## src/rtl/alt_thresh_pkg.sv

```systemverilog
package alt_thresh_pkg;
  typedef enum logic [3:0] {
    ALU_NONE = 4'd0,
    ALU_ADD  = 4'd1,
    ALU_SUB  = 4'd2,
    ALU_AND  = 4'd3,
    ALU_OR   = 4'd4,
    ALU_XOR  = 4'd5,
    ALU_NOR  = 4'd6,
    ALU_SLT  = 4'd7,
    ALU_SLTU = 4'd8,
    ALU_THR  = 4'd9
  } alu_op_e;
endpackage

```

## src/rtl/alt_op_decoder.sv

```systemverilog
module alt_op_decoder
  import alt_thresh_pkg::*;
#(
  parameter int OPC_W     = 6,
  parameter int FN_W      = 6,
  parameter int THR_FUNCT = 'h10
) (
  input  logic             valid_i,
  input  logic [OPC_W-1:0] opcode_i,
  input  logic [FN_W-1:0]  funct_i,
  output alu_op_e          op_o
);
  localparam logic [FN_W-1:0] FN_THR = FN_W'(THR_FUNCT);

  always_comb begin
    op_o = ALU_NONE;
    if (valid_i && opcode_i == '0) begin
      unique case (funct_i)
        FN_THR:                 op_o = ALU_THR;
        FN_W'('h20), FN_W'('h21): op_o = ALU_ADD;
        FN_W'('h22), FN_W'('h23): op_o = ALU_SUB;
        FN_W'('h24):            op_o = ALU_AND;
        FN_W'('h25):            op_o = ALU_OR;
        FN_W'('h26):            op_o = ALU_XOR;
        FN_W'('h27):            op_o = ALU_NOR;
        FN_W'('h2A):            op_o = ALU_SLT;
        FN_W'('h2B):            op_o = ALU_SLTU;
        default:                op_o = ALU_NONE;
      endcase
    end
  end
endmodule

```

## src/rtl/alt_floor_cmp.sv

```systemverilog
module alt_floor_cmp #(
  parameter int DATA_W = 32,
  parameter int FLOOR  = 1000
) (
  input  logic [DATA_W-1:0] a_i,
  input  logic [DATA_W-1:0] b_i,
  output logic              both_low_o
);
  localparam logic signed [DATA_W-1:0] FLOOR_S = DATA_W'(FLOOR);

  logic a_low, b_low;
  // Two independent signed compares evaluated in parallel.
  assign a_low      = $signed(a_i) < FLOOR_S;
  assign b_low      = $signed(b_i) < FLOOR_S;
  assign both_low_o = a_low & b_low;
endmodule

```

## src/rtl/alt_alu_core.sv

```systemverilog
module alt_alu_core
  import alt_thresh_pkg::*;
#(
  parameter int DATA_W = 32,
  parameter int FLOOR  = 1000
) (
  input  alu_op_e           op_i,
  input  logic [DATA_W-1:0] a_i,
  input  logic [DATA_W-1:0] b_i,
  output logic [DATA_W-1:0] y_o
);
  logic both_low;

  alt_floor_cmp #(.DATA_W(DATA_W), .FLOOR(FLOOR)) u_floor (
    .a_i       (a_i),
    .b_i       (b_i),
    .both_low_o(both_low)
  );

  always_comb begin
    unique case (op_i)
      ALU_ADD:  y_o = a_i + b_i;
      ALU_SUB:  y_o = a_i - b_i;
      ALU_AND:  y_o = a_i & b_i;
      ALU_OR:   y_o = a_i | b_i;
      ALU_XOR:  y_o = a_i ^ b_i;
      ALU_NOR:  y_o = ~(a_i | b_i);
      ALU_SLT:  y_o = {{(DATA_W-1){1'b0}}, $signed(a_i) < $signed(b_i)};
      ALU_SLTU: y_o = {{(DATA_W-1){1'b0}}, a_i < b_i};
      ALU_THR:  y_o = {{(DATA_W-1){1'b0}}, both_low};
      default:  y_o = '0;
    endcase
  end
endmodule

```

## src/rtl/alt_thresh_alu.sv

```systemverilog
module alt_thresh_alu
  import alt_thresh_pkg::*;
#(
  parameter int DATA_W    = 32,
  parameter int OPC_W     = 6,
  parameter int FN_W      = 6,
  parameter int FLOOR     = 1000,
  parameter int THR_FUNCT = 'h10
) (
  input  logic              clk,
  input  logic              rst,
  input  logic              in_valid_i,
  input  logic [OPC_W-1:0]  opcode_i,
  input  logic [FN_W-1:0]   funct_i,
  input  logic [DATA_W-1:0] opa_i,
  input  logic [DATA_W-1:0] opb_i,
  output logic              res_valid_o,
  output logic              thr_hit_o,
  output logic [3:0]        op_sel_o,
  output logic [DATA_W-1:0] result_o
);
  alu_op_e           op_d;
  logic [DATA_W-1:0] y_d;

  alt_op_decoder #(.OPC_W(OPC_W), .FN_W(FN_W), .THR_FUNCT(THR_FUNCT)) u_dec (
    .valid_i (in_valid_i),
    .opcode_i(opcode_i),
    .funct_i (funct_i),
    .op_o    (op_d)
  );

  alt_alu_core #(.DATA_W(DATA_W), .FLOOR(FLOOR)) u_core (
    .op_i(op_d),
    .a_i (opa_i),
    .b_i (opb_i),
    .y_o (y_d)
  );

  always_ff @(posedge clk) begin
    if (rst) begin
      res_valid_o <= 1'b0;
      thr_hit_o   <= 1'b0;
      op_sel_o    <= 4'd0;
      result_o    <= '0;
    end else begin
      res_valid_o <= in_valid_i;
      thr_hit_o   <= (op_d == ALU_THR);
      op_sel_o    <= op_d;
      result_o    <= y_d;
    end
  end
endmodule

```

## config.mk

```make
export PLATFORM = sky130hd
export DESIGN_NAME = alt_thresh_alu
export DESIGN_NICKNAME = d
export VERILOG_FILES = /design/src/rtl/alt_thresh_pkg.sv /design/src/rtl/alt_op_decoder.sv /design/src/rtl/alt_floor_cmp.sv /design/src/rtl/alt_alu_core.sv /design/src/rtl/alt_thresh_alu.sv
export SDC_FILE = /design/constraint.sdc
export NUM_CORES = 1
export LEC_CHECK = 0
export BUFFER_PORTS_ARGS = -buffer_cell sky130_fd_sc_hd__buf_2
export CORE_ASPECT_RATIO = 0.5
export CORE_MARGIN = 1.5
export CORE_UTILIZATION = 30
export CTS_CLUSTER_SIZE = 25
export DETAILED_ROUTE_END_ITERATION = 8
export PLACE_DENSITY = 0.52
export SLEW_MARGIN = 15
export SYNTH_ARGS = -nofsm -noshare
export SYNTH_HDL_FRONTEND = slang
export SYNTH_SLANG_ARGS = --single-unit
export TNS_END_PERCENT = 20
```

## constraint.sdc

```tcl
create_clock -name clk -period 11.5 [get_ports clk]
set_clock_uncertainty 0.1 [all_clocks]
set_input_delay 3.45 -clock clk [delete_from_list [all_inputs] [get_ports clk]]
set_output_delay 3.45 -clock clk [all_outputs]
set_load 0.005 [all_outputs]
```

==> flow_metrics.env <==
export IMPL_hp_class="in -> reg"
export IMPL_whs_path_depth=2
export IMPL_hold_viol=0
export IMPL_clock_path_buffers=2
export IMPL_grt_pass1_wl_um=40700
export IMPL_register_area_um2=761
export IMPL_p_int_uw=323
export IMPL_synth_area_um2=6650
export IMPL_routed_wirelength_um=26900
export IMPL_min_period_ns=7.20
export IMPL_switchingPower_uw=237
export IMPL_htreeDepth=2
export IMPL_maxSlewViolCount=0
export IMPL_numCtsBuffers=5
export IMPL_post_cts_setup_buffers=0
export IMPL_dieArea_um2=23100
export IMPL_diodes=0
export IMPL_die_x_um=214
export IMPL_grt_max_degree=40
export IMPL_pwr_share_seq_pct=23.5
export IMPL_hp_start="rst"
export IMPL_cp_common_cell="o21ai_0"
export IMPL_wl_per_cell_um=20.6
export IMPL_fmax_ghz=0.139
export IMPL_synth_cell_types=73
export IMPL_max_cap_viol_count=0
export IMPL_holdBufCountCts=0
export IMPL_yosysWarnings=0
export IMPL_drtPass1Iterations=6
export IMPL_numPortBuffers=116
export IMPL_ys_flop_type="dfxtp_1"
export IMPL_path_cells="buf_2 -> inv_1 -> ha_1 -> a2111oi_0 -> o21ai_0 -> a41oi_1 -> a21boi_0 -> a31oi_1 -> o21ai_0 -> mux2i_1 -> o21ai_0 -> a31oi_1"
export IMPL_vias_per_cell=5.77
export IMPL_setup_violations=0
export IMPL_crit_path_top_delay_cell="a2111oi_0"
export IMPL_clkPwrFrac_pct=30.0
export IMPL_synth_top_area_share_pct=18.1
export IMPL_min_to="op_sel_o[3]$_SDFF_PP0_"
export IMPL_yosysTopAreaCell="ha_1"
export IMPL_drive_gt1_share_pct=15.4
export IMPL_maxSlewHeadroom_pct=24.7
export IMPL_synth_top_cells_by_count="ha_1 (96), inv_1 (92), a21oi_1 (88), nor2_1 (71), nand2_1 (52)"
export IMPL_slowest_delay_ns=0.57
export IMPL_root_buffer="clkbuf_16"
export IMPL_switching_share_pct=42.3
export IMPL_ys_seq_area_share_pct=11.4
export IMPL_min_period_over_period_pct=62.6
export IMPL_core_area_um2=21700
export IMPL_grt_antenna_before_repair=0
export IMPL_drt_iter0_drc=870
export IMPL_grt_total_usage_pct=23.2
export IMPL_gp_congestion=0.934
export IMPL_initial_core_util_pct=30.6
export IMPL_leakage_uw=0.00330
export IMPL_crit_family="compound AO/OA/AOI/OAI gates"
export IMPL_fin_setup_tns_ns=0
export IMPL_ys_async_sr_fraction_pct=0
export IMPL_finalPower_uw=560
export IMPL_syn_nets=1110
export IMPL_synth_most_common_cell="ha_1"
export IMPL_rsz0062_at_grt="false"
export IMPL_cp_startpoint="opa_i[7]"
export IMPL_end_kind="register"
export IMPL_holdWs_ns=3.24
export IMPL_multi_input_area_um2=5310
export IMPL_die_y_um=108
export IMPL_dp_cells=1296
export IMPL_dpl_hpwl_um=20400
export IMPL_cts_tree="built"
export IMPL_vdd_drop_max_uv=47.0
export IMPL_ys_ff_latch=38
export IMPL_start_kind="primary input"
export IMPL_ant_nets=0
export IMPL_cts_resized=0
export IMPL_worstMarginPinSlew_ns=1.12
export IMPL_arrival_ns=7.24
export IMPL_critPathKind="in -> reg"
export IMPL_synth_edf_count=0
export IMPL_synthTopCellsByArea="ha_1 (18%), dfxtp_1 (11%), a21oi_1 (6.6%), xnor2_1 (5.9%), inv_1 (5.2%)"
export IMPL_place_area_um2=7440
export IMPL_cp_max_fo=10
export IMPL_synth_avg_cell_area_um2=7.13
export IMPL_grt_pass1_vias=6909
export IMPL_vias=7528
export IMPL_row_count=38
export IMPL_outcome="completed"
export IMPL_path_clk_slew_ns=0.07
export IMPL_synthCells=933
export IMPL_io_pins=117
export IMPL_drc=0
export IMPL_power_per_cell_area_nw_per_um2=73.7
export IMPL_fillerInstances=2406
export IMPL_syn_to_final_growth_pct=14.3
export IMPL_nNetsFinal=1180
export IMPL_layoutNonFillerInstCount=1304
export IMPL_path_buf_inv=2
export IMPL_cts_sinks=38
export IMPL_grt_remaining_overflow=0
export IMPL_power_frac_comb_pct=46.5
export IMPL_design_area_um2=7600
export IMPL_critPathRequiredTime_ns=11.54
-- layout make-up --
cell class | count | share of cell area [%]
timing repair buffer | 124 | 8.42
sequential | 38 | 10.0
multi-input combinational | 741 | 69.9
clock buffer | 8 | 2.19
inverter | 93 | 4.59
tap | 300 | 4.94
-- cell usage in the layout (no fill, tap or decap), types with 8 or more instances in the layout --
cell / instances
buf_2: 116
ha_1: 96
inv_1: 92
a21oi_1: 88
nor2_1: 70
nand2_1: 52
xnor2_1: 45
o21ai_0: 39
dfxtp_1: 38
nor4_1: 22
nor3_1: 21
nand3_1: 21
a22oi_1: 21
a31oi_1: 18
a222oi_1: 17
nor2b_1: 16
o31ai_1: 15
a21o_1: 14
o21bai_1: 12
nand4_1: 11
o211ai_1: 10
nand2b_1: 8
or2_2: 8
and3_1: 8
buf_4: 8
-- stage by stage --
step	setup WS (ns)	util, %
6_report	4.30	35.0
5_1_grt	4.12	35.0
4_1_cts	4.53	35.0
3_5_place_dp	4.22	34.2
3_3_place_gp	4.13	34.2
2_1_floorplan	5.41	-
-- how the worst max path moves through the flow --
stage,to,slack [ns],depth (start not counted)
floorplan,result_o[21]$_SDFF_PP0_,5.41,12
global placement,result_o[28]$_SDFF_PP0_,4.13,12
detailed placement,result_o[28]$_SDFF_PP0_,4.22,12
CTS,result_o[28]$_SDFF_PP0_,4.53,12
global route,result_o[28]$_SDFF_PP0_,4.12,12
finish,result_o[28]$_SDFF_PP0_,4.30,12
-- routing by layer --
layer | share of wire [%] | up-vias | track usage (%)
li1 | - | 3547 | -
met1 | 49 | 3620 | 34.4
met2 | 41 | 340 | 34.4
met3 | 8.5 | 21 | 4.15
met4 | 1.3 | 0 | 4.78
met5 | 0 | - | 0
-- state kept, by name, summed over array words and instances, names as in the netlist --
name         cells
res_valid_o      1
op_sel_o         4
result_o        32
thr_hit_o        1
-- kinds of logic (layout without fill, tap and decap cells) --
kind of cell / after synthesis / in the layout / share of synthesized area (%)
AND/OR/NAND/NOR: 271 / 271 / 20.8
AO/OA/AOI/OAI: 316 / 316 / 32.4
adder cells (fa/ha/maj): 98 / 98 / 18.7
XOR/XNOR: 51 / 51 / 6.71
multiplexers: 5 / 5 / 0.809
buffers and inverters: 154 / 225 / 9.20
flip-flops: 38 / 38 / 11.4
-- power groups by stage --
stage               Sequential, uW  Combinational [uW]  Clock [uW]
floorplan                      135                 174           0
global placement               135                 252           0
detailed placement             135                 253           0
CTS                            132                 254         175
global route                   132                 285         178
finish                         132                 261         168
Note: power is estimated with default switching activity, not from simulation.
